===== src/rtl/xirq_pkg.sv =====
package xirq_pkg;
  localparam int NUM_SRC  = 4;  // ext0, ext1, ext_both, quasi
  localparam int NUM_VEC  = 3;
  localparam int NUM_SEL  = 2;
  localparam int ADDR_W   = 2;

  localparam int SRC_EXT0 = 0;
  localparam int SRC_EXT1 = 1;
  localparam int SRC_BOTH = 2;
  localparam int SRC_QSI  = 3;

  typedef enum logic [ADDR_W-1:0] {
    ADDR_FLAG = 2'd0,
    ADDR_EN   = 2'd1,
    ADDR_SEL  = 2'd2,
    ADDR_NONE = 2'd3
  } reg_addr_e;
endpackage


===== src/rtl/xirq_sync.sv =====
module xirq_sync #(
  parameter int WIDTH  = 1,
  parameter int STAGES = 2
) (
  input  logic             clk_i,
  input  logic             rst_ni,
  input  logic [WIDTH-1:0] pin_i,
  output logic [WIDTH-1:0] lvl_o,
  output logic [WIDTH-1:0] prv_o
);
  // stage STAGES-1 is the synchronised level, stage STAGES the previous one
  logic [STAGES:0][WIDTH-1:0] chain_q;

  always_ff @(posedge clk_i or negedge rst_ni) begin
    if (!rst_ni) chain_q <= '0;
    else         chain_q <= {chain_q[STAGES-1:0], pin_i};
  end

  assign lvl_o = chain_q[STAGES-1];
  assign prv_o = chain_q[STAGES];
endmodule


===== src/rtl/xirq_flag_regs.sv =====
module xirq_flag_regs
  import xirq_pkg::*;
#(
  parameter int NSRC = NUM_SRC,
  parameter int NSEL = NUM_SEL
) (
  input  logic              clk_i,
  input  logic              rst_ni,
  input  logic [NSRC-1:0]   edge_i,
  input  logic              we_i,
  input  logic [ADDR_W-1:0] addr_i,
  input  logic [NSRC-1:0]   wdata_i,
  output logic [NSRC-1:0]   flag_o,
  output logic [NSRC-1:0]   en_o,
  output logic [NSEL-1:0]   sel_o,
  output logic [NSRC-1:0]   rdata_o
);
  logic [NSRC-1:0] flag_q, en_q;
  logic [NSEL-1:0] sel_q;
  logic            wr_flag, wr_en, wr_sel;

  assign wr_flag = we_i && (addr_i == ADDR_FLAG);
  assign wr_en   = we_i && (addr_i == ADDR_EN);
  assign wr_sel  = we_i && (addr_i == ADDR_SEL);

  // edge in the clearing cycle wins
  always_ff @(posedge clk_i or negedge rst_ni) begin
    if (!rst_ni) flag_q <= '0;
    else         flag_q <= (wr_flag ? (flag_q & wdata_i) : flag_q) | edge_i;
  end

  always_ff @(posedge clk_i or negedge rst_ni) begin
    if (!rst_ni) begin
      en_q  <= '0;
      sel_q <= '0;
    end else begin
      if (wr_en)  en_q  <= wdata_i;
      if (wr_sel) sel_q <= wdata_i[NSEL-1:0];
    end
  end

  always_comb begin
    unique case (reg_addr_e'(addr_i))
      ADDR_FLAG: rdata_o = flag_q;
      ADDR_EN:   rdata_o = en_q;
      ADDR_SEL:  rdata_o = NSRC'(sel_q);
      default:   rdata_o = '0;
    endcase
  end

  assign flag_o = flag_q;
  assign en_o   = en_q;
  assign sel_o  = sel_q;
endmodule


===== src/rtl/xirq_edge_unit.sv =====
module xirq_edge_unit
  import xirq_pkg::*;
#(
  parameter int NUM_KEYS  = 8,
  parameter int IN_STAGES = 2,
  parameter int EXT0_XTRA = 1
) (
  input  logic                clk_i,
  input  logic                rst_ni,
  input  logic                ext0_i,
  input  logic                ext1_i,
  input  logic                ext_both_i,
  input  logic                quasi_i,
  input  logic [NUM_KEYS-1:0] keys_i,
  input  logic                reg_we_i,
  input  logic [ADDR_W-1:0]   reg_addr_i,
  input  logic [NUM_SRC-1:0]  reg_wdata_i,
  output logic [NUM_SRC-1:0]  reg_rdata_o,
  output logic [NUM_VEC-1:0]  vec_req_o,
  output logic                wake_o
);
  localparam int EXT0_STAGES = IN_STAGES + EXT0_XTRA;
  localparam int MISC_W      = 3;

  logic                lvl0, prv0;
  logic [MISC_W-1:0]   lvl_m, prv_m;
  logic [NUM_KEYS-1:0] lvl_k, prv_k;
  logic [NUM_SRC-1:0]  edge_d, flag_q, en_q;
  logic [NUM_SEL-1:0]  sel_q;

  xirq_sync #(.WIDTH(1), .STAGES(EXT0_STAGES)) u_sync_ext0 (
    .clk_i, .rst_ni, .pin_i(ext0_i), .lvl_o(lvl0), .prv_o(prv0)
  );

  xirq_sync #(.WIDTH(MISC_W), .STAGES(IN_STAGES)) u_sync_misc (
    .clk_i, .rst_ni, .pin_i({quasi_i, ext_both_i, ext1_i}),
    .lvl_o(lvl_m), .prv_o(prv_m)
  );

  xirq_sync #(.WIDTH(NUM_KEYS), .STAGES(IN_STAGES)) u_sync_keys (
    .clk_i, .rst_ni, .pin_i(keys_i), .lvl_o(lvl_k), .prv_o(prv_k)
  );

  // level compare: a select change alone never forms an edge
  always_comb begin
    edge_d[SRC_EXT0] = sel_q[0] ? (prv0 & ~lvl0) : (lvl0 & ~prv0);
    edge_d[SRC_EXT1] = sel_q[1] ? (prv_m[0] & ~lvl_m[0]) : (lvl_m[0] & ~prv_m[0]);
    edge_d[SRC_BOTH] = lvl_m[1] ^ prv_m[1];
    edge_d[SRC_QSI]  = (lvl_m[2] & ~prv_m[2]) | (|(prv_k & ~lvl_k));
  end

  xirq_flag_regs #(.NSRC(NUM_SRC), .NSEL(NUM_SEL)) u_regs (
    .clk_i, .rst_ni,
    .edge_i (edge_d),
    .we_i   (reg_we_i),
    .addr_i (reg_addr_i),
    .wdata_i(reg_wdata_i),
    .flag_o (flag_q),
    .en_o   (en_q),
    .sel_o  (sel_q),
    .rdata_o(reg_rdata_o)
  );

  assign vec_req_o = flag_q[NUM_VEC-1:0] & en_q[NUM_VEC-1:0];
  assign wake_o    = (|vec_req_o) | (|flag_q[NUM_SRC-1:NUM_VEC]);
endmodule


===== config.mk =====
export PLATFORM = sky130hd
export DESIGN_NAME = xirq_edge_unit
export DESIGN_NICKNAME = d
export VERILOG_FILES = /design/src/rtl/xirq_pkg.sv /design/src/rtl/xirq_sync.sv /design/src/rtl/xirq_flag_regs.sv /design/src/rtl/xirq_edge_unit.sv
export SDC_FILE = /design/constraint.sdc
export NUM_CORES = 1
export LEC_CHECK = 0
export BUFFER_PORTS_ARGS = -buffer_cell sky130_fd_sc_hd__buf_4
export CAP_MARGIN = 5
export CORE_ASPECT_RATIO = 1.2
export CORE_MARGIN = 2
export CORE_UTILIZATION = 47
export CTS_BUF_LIST = sky130_fd_sc_hd__clkbuf_16
export DETAILED_ROUTE_END_ITERATION = 8
export GPL_TIMING_DRIVEN = 1
export HOLD_SLACK_MARGIN = 0.02
export PLACE_DENSITY = 0.76
export SYNTH_ARGS = -nofsm -noshare
export SYNTH_HDL_FRONTEND = slang
export SYNTH_SLANG_ARGS = --single-unit
export TNS_END_PERCENT = 50

===== constraint.sdc =====
create_clock -name clk_i -period 1.19 [get_ports clk_i]
set_input_delay 0.1785 -clock clk_i [delete_from_list [all_inputs] [get_ports clk_i]]
set_output_delay 0.1785 -clock clk_i [all_outputs]
set_load 0.005 [all_outputs]

==> results of run 1 <==
-- sequential cells by signal, summed over array words and instances, names as in the netlist --
| signal | cells |
|---|---|
| u_regs.sel_o | 2 |
| u_regs.flag_o | 4 |
| u_sync_ext0.lvl_o | 1 |
| u_sync_ext0.chain_q | 2 |
| u_sync_keys.lvl_o | 8 |
| u_sync_misc.prv_o | 3 |
| u_sync_misc.lvl_o | 3 |
| u_sync_ext0.prv_o | 1 |
| u_sync_misc.chain_q | 3 |
| u_sync_keys.chain_q | 8 |
| u_sync_keys.prv_o | 8 |
| u_regs.en_o | 4 |
-- area by class of cell --
class / instances / share of cell area (%)
sequential: 47 / 52.9
timing repair buffer: 52 / 19.5
multi-input combinational: 48 / 16.9
clock buffer: 5 / 5.62
clock inverter: 3 / 2.87
tap: 36 / 2.02
inverter: 1 / 0.169
-- per-layer routing --
layer,share of wire [%],track usage (%),vias up
li1,-,-,447
met1,38,17.6,454
met2,50,29.4,43
met3,7.4,6.41,11
met4,4.2,12.8,0
met5,0,0,-
-- cell usage after synthesis (all sizes together) --
library cell,count
dfrtp,47
nor2b,7
mux2,6
nand2,6
o21ai,5
mux2i,4
and2,3
nor2,3
a2111oi,2
buf,2
nand2b,2
nand3b,2
or3b,2
inv,1
nand3,1
nand4,1
o211ai,1
or4,1
or4b,1
xnor2,1
-- worst paths after layout --
check | startpoint | endpoint | slack, ns | cells after the start
min in group asynchronous | rst_ni | u_sync_misc.prv_o[1] | 0.43 | 2
hold reg to reg | u_sync_keys.chain_q[5] | u_sync_keys.lvl_o[5] | 0.35 | 0
setup reg to reg | u_sync_keys.prv_o[3] | u_regs.flag_o[3] | 0.03 | 4
max in group asynchronous | rst_ni | u_sync_keys.prv_o[7] | 0.39 | 2
setup / recovery | u_regs.flag_o[2] | wake_o | -0.44 | 3
hold / removal | reg_wdata_i[2] | u_regs.en_o[2] | 0.13 | 2
-- worst max-delay path, delay by kind of cell (launching register included) --
family	cells	cell delay, ns
simple gates	2	0.66
flops	1	0.37
buf+inv	1	0.13
-- power by group --
| group | internal, mW | total, mW | switching, mW |
|---|---|---|---|
| Clock | 1.19 | 1.74 | 0.544 |
| Sequential | 1.71 | 1.77 | 0.0591 |
| Combinational | 0.264 | 0.418 | 0.155 |
| Total | 3.17 | 3.93 | 0.758 |
-- logic make-up after synthesis --
group           synth area share (%)
flops                           76.1
xor+xnor                       0.567
compound gates                  3.64
simple gates                    11.3
buf+inv                         1.46
mux                             6.96
-- timing repair --
| item | in CTS | in global routing |
|---|---|---|
| hold buffers | 13 | 0 |
| endpoints found under the setup margin | 6 | 7 |
| resized for setup | 7 | 4 |
| pin swaps | 1 | 2 |
| setup buffers | 3 | 2 |
| endpoints found under the hold margin | 59 | 0 |
-- metrics by stage --
stage          cell area, um^2  hold slack (ns)
2_1_floorplan             1560           -0.117
4_1_cts                   2210            0.126
3_3_place_gp              1850            0.198
5_1_grt                   2220            0.129
6_report                  2220            0.132
3_5_place_dp              1850            0.206
==> summary.txt, run 1 <==
Outcome -> complete, but fails checks
Failing checks -> setup timing
Final min period -> 1.63 ns
Clk_lat worst skew -> 0.28 ns
Critical-path top delay cell -> or4_4
Yosys reg bits -> 47
Yosys top cell by area -> dfrtp_1
Finished Core Util -> 71.5%
Fin cells -> 192
Core Rows -> 22
Leak -> 1.01 nW
Largest net degree at the start of global routing -> 48
Power per Cell Area -> 1770 nW/um^2
Max Slew Vio Count -> 0
Maximum vdd drop -> 1.84 mV
Syn_nets -> 119
Total number of vias -> 955
Crit-path cells -> and2_4 -> or4_4 -> buf_6
CTS max path bufs -> 2
Commonest non-fill, non-tap cells in the layout -> 47 x dfrtp_1, 36 x buf_4, 13 x dlygate4sd3_1, 7 x nor2b_1
Worst Path Arrival -> 1.45 ns
GRT Resource Usage Total -> 17.4%
Die area -> 3760 um^2
Initial antenna violation count -> 0
FMAX -> 614 MHz
Synth top area cells -> dfrtp_1 76%, mux2_2 4.4%, nor2b_1 2.8%, mux2i_1 2.6%, o21ai_0 1.6%
Total design power -> 3.93 mW
CTS tree -> done
Layout area overhead -> 44.0%
Worst path required time -> 1.01 ns
Setup Skew -> 0.00505 ns
Pre-CTS setup slack -> -0.195 ns
Crit start category -> flip-flop
RSZ-0062 raised after global routing -> true
Final setup margin -> -0.438 ns
Number of max-cap violations -> 0
Routed len/inst -> 13.5 um
Multi-input gate area -> 377 um^2
Vias in the first global route -> 1090
Syn avg cell area -> 15.8 um^2
Placed insts -> 168
Sequential area share after synthesis -> 76.1%
Core area -> 3110 um^2
CP Max Fanout -> 2
Largest stage delay, worst path -> 0.50 ns
DR pass1 iterations -> 4
Layout cells sized above 1 -> 38.5%
Period utilisation layout -> 137%
Number of I/O port buffers -> 28
# nets final -> 176
CTS root buffer -> clkbuf_16
Synth Cell Area -> 1550 um^2
Post-Synthesis Cells -> 98
Commonest non-fill, non-tap cell in the layout -> dfrtp_1
# setup viols final -> 5
Slew HR -> 63.5%
Area fraction of the dominant cell type after synthesis -> 76.1%
Crit path capture type -> output pin
Ant diodes -> 0
Initial DRC count -> 14
Setup tns final -> -0.884 ns
Worst hold path class -> primary input to flip-flop
Antenna viol nets, final -> 0
Die span in y -> 66.8 um
Least-Margin Pin Slew -> 0.548 ns
Io pins -> 29
Htree depth -> 2
First-pass GRT wire length -> 4660 um
Drt total wl -> 2590 um
Vias per cell -> 4.97
Clock sinks -> 47
Die W -> 56.3 um
Crit Path Category -> flip-flop to output pin
Clk slew on worst S/H paths -> 0.06 ns
Cts bufs inserted -> 5
Remaining global-route overflow -> 0
Synth warnings -> 0
Post-DP HPWL -> 1510 um
# DRC -> 0
FILL cells -> 195
GPL Wtd Cong -> 0.828
Netlist cell types -> 23
Starting Density -> 49.7%
Final hold viol count -> 0
Register Area -> 1180 um^2
(Power assumes the default switching activity.)
==> run 2: changes to the inputs <==
- CELL_PAD_IN_SITES_DETAIL_PLACEMENT: not set -> 1
- CELL_PAD_IN_SITES_GLOBAL_PLACEMENT: not set -> 2
- CORE_UTILIZATION: 47 -> 33
- PLACE_DENSITY: 0.76 -> 0.75
==> run 2 against run 1 <==
The run still ends with setup timing left. Clock power down 12%. Sequential power barely moved. Utilization down 21 points. Non-clock buffer count increased by 6. First-iteration DRC count fell by 14%. Cell count grew 15%. Combinational power is 22% higher. Sequential share of layout area decreased by 1.9 points. Critical path depth is the same. Critical endpoint unchanged. Fmax down 0.37%. Via count is 1.3% higher. Global-route usage decreased by 5.6 points. Critical path type unchanged.
==> summary.txt, run 2 (synthesis results as in run 1) <==
Leak -> 1.04 nW (+2.2%)
Clk_lat worst skew -> 0.28 ns (about the same)
Die span in y -> 79.0 um (+18%)
Io pins -> 29 (unchanged)
Cts bufs inserted -> 5 (unchanged)
GPL Wtd Cong -> 0.775 (-6.4%)
CTS max path bufs -> 2 (unchanged)
Crit Path Category -> flip-flop to output pin
Number of max-cap violations -> 0 (unchanged)
CTS tree -> done
CTS root buffer -> clkbuf_16
Crit start category -> flip-flop
RSZ-0062 raised after global routing -> true
Commonest non-fill, non-tap cells in the layout -> 47 x dfrtp_1, 36 x buf_4, 13 x dlygate4sd3_1, 9 x buf_6
Remaining global-route overflow -> 0 (unchanged)
Total design power -> 3.81 mW (-3.0%)
Core Rows -> 27 (+23%)
# setup viols final -> 9 (+4)
Commonest non-fill, non-tap cell in the layout -> dfrtp_1
Die W -> 66.5 um (+18%)
Final hold viol count -> 0 (unchanged)
Core area -> 4560 um^2 (+47%)
Crit-path cells -> and2_4 -> or4_1 -> buf_4
Worst hold path class -> primary input to flip-flop
Final setup margin -> -0.444 ns (-0.00608 ns)
# DRC -> 0 (unchanged)
Clk slew on worst S/H paths -> 0.06 ns (about the same)
CP Max Fanout -> 2 (unchanged)
Clock sinks -> 47 (unchanged)
Power per Cell Area -> 1650 nW/um^2 (-6.5%)
Vias in the first global route -> 1015 (-6.9%)
Layout area overhead -> 49.5%
FMAX -> 612 MHz (-0.37%)
Drt total wl -> 2650 um (+2.1%)
WP buf/inv -> 1 (unchanged)
Total number of vias -> 967 (+1.3%)
Crit path capture type -> output pin
Worst path required time -> 1.01 ns (about the same)
Pre-CTS setup slack -> -0.209 ns (-0.0139 ns)
Finished Core Util -> 50.6% (-21 points)
Layout cells sized above 1 -> 42.0% (+3.5 points)
Largest stage delay, worst path -> 0.49 ns (about the same)
First-pass GRT wire length -> 4530 um (-2.8%)
GRT Resource Usage Total -> 11.8% (-5.6 points)
Starting Density -> 33.9% (-16 points)
Slew HR -> 62.6% (-0.86 points)
Final min period -> 1.63 ns (+0.00608 ns)
Number of I/O port buffers -> 28 (unchanged)
Initial DRC count -> 12 (-2)
Setup Skew -> 0.00356 ns (-0.00149 ns)
Failing checks -> setup timing
Period utilisation layout -> 137% (+0.51 points)
Max Slew Vio Count -> 0 (unchanged)
Maximum vdd drop -> 0.879 mV (-52%)
Routed len/inst -> 12.0 um (-11%)
Initial antenna violation count -> 0 (unchanged)
Die area -> 5250 um^2 (+39%)
Setup tns final -> -1.01 ns (-0.125 ns)
Antenna viol nets, final -> 0 (unchanged)
# nets final -> 182 (+3.4%)
Post-DP HPWL -> 1820 um (+20%)
Worst Path Arrival -> 1.46 ns (about the same)
Htree depth -> 2 (unchanged)
Critical-path top delay cell -> or4_1
Vias per cell -> 4.40 (-12%)
Top delay family on crit path -> simple AND/OR/NAND/NOR gates
Outcome -> complete, but fails checks
Largest net degree at the start of global routing -> 48 (unchanged)
Ant diodes -> 0 (unchanged)
WHS -> 0.149 ns (+0.0173 ns)
Least-Margin Pin Slew -> 0.561 ns (+0.0129 ns)
DR pass1 iterations -> 4 (unchanged)
[run 2: layout make-up]
type | count | area (um^2)
Tap cell | 58 | 72.6
Clock buffer | 5 | 125
Inverter | 1 | 3.75
Fill cell | 456 | 2250
Multi-Input combinational cell | 48 | 388
Timing Repair Buffer | 58 | 502
Clock inverter | 3 | 42.5
Sequential cell | 47 | 1180
[run 2: worst paths after layout]
check | start | endpoint | slack [ns] | depth (start not counted)
setup reg to reg | u_regs.flag_o[3] | u_regs.flag_o[3] | -0.01 | 4
hold reg to reg | u_sync_ext0.chain_q[0] | u_sync_ext0.chain_q[1] | 0.35 | 0
setup / recovery | u_regs.en_o[2] | wake_o | -0.44 | 3
hold / removal | reg_wdata_i[2] | u_regs.en_o[2] | 0.15 | 2
max in group asynchronous | rst_ni | u_sync_keys.lvl_o[1] | 0.38 | 2
min in group asynchronous | rst_ni | u_sync_ext0.chain_q[0] | 0.43 | 2
[run 2: report_power, final]
group,total [mW],internal (mW),leakage (nW),switching (mW)
Clock,1.53,0.989,0.0818,0.538
Sequential,1.77,1.71,0.540,0.0603
Combinational,0.512,0.339,0.415,0.173
[run 2: repair_timing]
item	in CTS	in global routing
pin swaps	2	6
resized for setup	13	7
setup buffers	4	4
hold buffers	13	0
endpoints found under the setup margin	9	9
endpoints found under the hold margin	59	0
cloned	0	0
[run 2: metrics by stage]
step,cells,instance area [um^2]
floorplan,98,1560
global placement,193,1900
detailed placement,193,1900
CTS,217,2260
global route,220,2310
finish,220,2310
[run 2: metal layers]
metal / vias to the layer above / GRT usage [%] / wire length [um]
li1: 457 / - / -
met1: 480 / 12.8 / 1030
met2: 28 / 20.9 / 1460
met3: 2 / 4.25 / 142
met4: 0 / 4.29 / 19
met5: - / 0 / 0
==> run 3: changes to the inputs <==
- REMOVE_ABC_BUFFERS: not set -> 1
==> run 3 against run 2 <==
The run still ends with setup timing left. Sequential share of layout area grew 0.73 points. Clock power up 3%. Sequential cell count unchanged. Non-clock buffer count decreased by 3. Combinational power fell by 8.0%. Largest cell class unchanged. Critical path depth stayed put.
==> summary.txt, run 3 (synthesis results as in run 1) <==
CP Max Fanout -> 3 (+1)
Slew HR -> 62.5% (-0.081 points)
Core Rows -> 27 (unchanged)
DR pass1 iterations -> 2 (-2)
Worst Path Arrival -> 1.46 ns (about the same)
Htree depth -> 2 (unchanged)
RSZ-0062 raised after global routing -> true
Setup tns final -> -0.933 ns (+0.0764 ns)
Clk_lat worst skew -> 0.29 ns (about the same)
Die area -> 5250 um^2 (unchanged)
Worst hold path class -> primary input to flip-flop
Gate power share -> 12.4% (-1.0 points)
Crit path capture type -> output pin
# DRC -> 0 (unchanged)
Io pins -> 29 (unchanged)
Crit-path cells -> and2_4 -> or4_4 -> buf_6
Number of I/O port buffers -> 28 (unchanged)
CTS max path bufs -> 2 (unchanged)
Failing checks -> setup timing
Seq pwr share -> 46.4% (about the same)
Final setup margin -> -0.447 ns (-0.00322 ns)
Fin area -> 2280 um^2 (-1.4%)
First-pass GRT wire length -> 4580 um (+1.1%)
Die W -> 66.5 um (unchanged)
Internal power -> 3.02 mW (-0.77%)
Routed len/inst -> 13.4 um (+11%)
Worst path required time -> 1.01 ns (about the same)
Crit start category -> flip-flop
GRT Resource Usage Total -> 12.1% (+0.32 points)
Outcome -> complete, but fails checks
Max Slew Vio Count -> 0 (unchanged)
Net Sw Frac -> 20.9% (+0.69 points)
Initial antenna violation count -> 0 (unchanged)
Drt total wl -> 2900 um (+9.7%)
Cts bufs inserted -> 5 (unchanged)
Core area -> 4560 um^2 (unchanged)
Clock sinks -> 47 (unchanged)
Total design power -> 3.82 mW (about the same)
Layout area overhead -> 47.4%
Clk slew on worst S/H paths -> 0.07 ns (about the same)
Leak -> 1.02 nW (-1.4%)
Critical-path top delay cell -> or4_4
Vias per cell -> 4.47 (+1.7%)
Largest stage delay, worst path -> 0.51 ns (+0.02 ns)
Setup Skew -> 0.00667 ns (+0.00311 ns)
Layout cells sized above 1 -> 40.3% (-1.7 points)
Net switching power figure -> 798 uW (+3.5%)
Total number of vias -> 970 (+0.31%)
FMAX -> 611 MHz (-0.20%)
Commonest non-fill, non-tap cells in the layout -> 47 x dfrtp_1, 34 x buf_4, 13 x dlygate4sd3_1, 8 x buf_6, 7 x nor2b_1
Power per Cell Area -> 1680 nW/um^2 (+1.5%)
Crit Path Category -> flip-flop to output pin
# setup viols final -> 9 (unchanged)
Worst reg2reg setup slack -> -0.03 ns (-0.02 ns)
Die span in y -> 79.0 um (unchanged)
Largest net degree at the start of global routing -> 48 (unchanged)
Maximum vdd drop -> 1.03 mV (+17%)
CTS tree -> done
Least-Margin Pin Slew -> 0.562 ns (+0.00121 ns)
Commonest non-fill, non-tap cell in the layout -> dfrtp_1
CTS root buffer -> clkbuf_16
WHS -> 0.139 ns (-0.0103 ns)
Ant diodes -> 0 (unchanged)
Dpl cell area -> 1890 um^2 (-0.66%)
# nets final -> 179 (-1.6%)
Period utilisation layout -> 138% (+0.27 points)
Vias in the first global route -> 1069 (+5.3%)
Final hold viol count -> 0 (unchanged)
GPL Wtd Cong -> 0.723 (-6.7%)
Clock group share of total power -> 41.3% (+1.2 points)
Final min period -> 1.64 ns (+0.00322 ns)
Number of max-cap violations -> 0 (unchanged)
Remaining global-route overflow -> 0 (unchanged)
Starting Density -> 33.9% (unchanged)
Antenna viol nets, final -> 0 (unchanged)
Pre-CTS setup slack -> -0.281 ns (-0.0720 ns)
Initial DRC count -> 23 (+11)
## run 3: final cells by class
type                            instances  area [um^2]
Tap cell                               58         72.6
Clock buffer                            5          125
Inverter                                1         3.75
Multi-Input combinational cell         48          377
Clock inverter                          3         47.5
Fill cell                             469         2280
Sequential cell                        47         1180
Timing Repair Buffer                   55          475
## run 3: critical path, delay by kind of cell, from the launching register on
family | cells | cell delay [ns]
AND/OR/NAND/NOR | 2 | 0.65
flip-flops | 1 | 0.39
buffers and inverters | 1 | 0.13
## run 3: what timing repair did
action                                 in CTS  in global routing
pin swaps                                   4                  3
hold buffers                               13                  0
setup buffers                               3                  3
resized for setup                          12                  6
endpoints found under the hold margin      59                  0
setup endpoints to repair                   8                  9
## run 3: through the flow
step	cells	utilization, %
6_report	217	49.9
5_1_grt	217	49.9
4_1_cts	216	49.1
3_5_place_dp	193	41.5
3_3_place_gp	193	41.5
2_1_floorplan	96	-
## run 3: final timing paths
| path | startpoint | cells after the start | end |
|---|---|---|---|
| setup / recovery | u_regs.en_o[2] | 3 | wake_o |
| hold / removal | reg_wdata_i[2] | 2 | u_regs.en_o[2] |
| setup reg to reg | u_sync_keys.prv_o[3] | 4 | u_regs.flag_o[3] |
| hold reg to reg | u_sync_ext0.chain_q[0] | 0 | u_sync_ext0.chain_q[1] |
| max in group asynchronous | rst_ni | 2 | u_sync_misc.prv_o[0] |
| min in group asynchronous | rst_ni | 2 | u_sync_keys.chain_q[5] |
## run 3: routing by layer
metal / track usage, % / wire length [um]
met2: 22.3 / 1670
met3: 3.54 / 115
met5: 0 / 0
met4: 7.35 / 78
met1: 11.5 / 1040
## run 3: power by group through the flow
stage	registers, mW	clock network [mW]	logic (mW)
floorplan	1.78	0	0.128
global placement	1.79	0	0.358
detailed placement	1.80	0	0.368
CTS	1.77	1.62	0.463
global route	1.78	1.69	0.523
finish	1.77	1.57	0.471
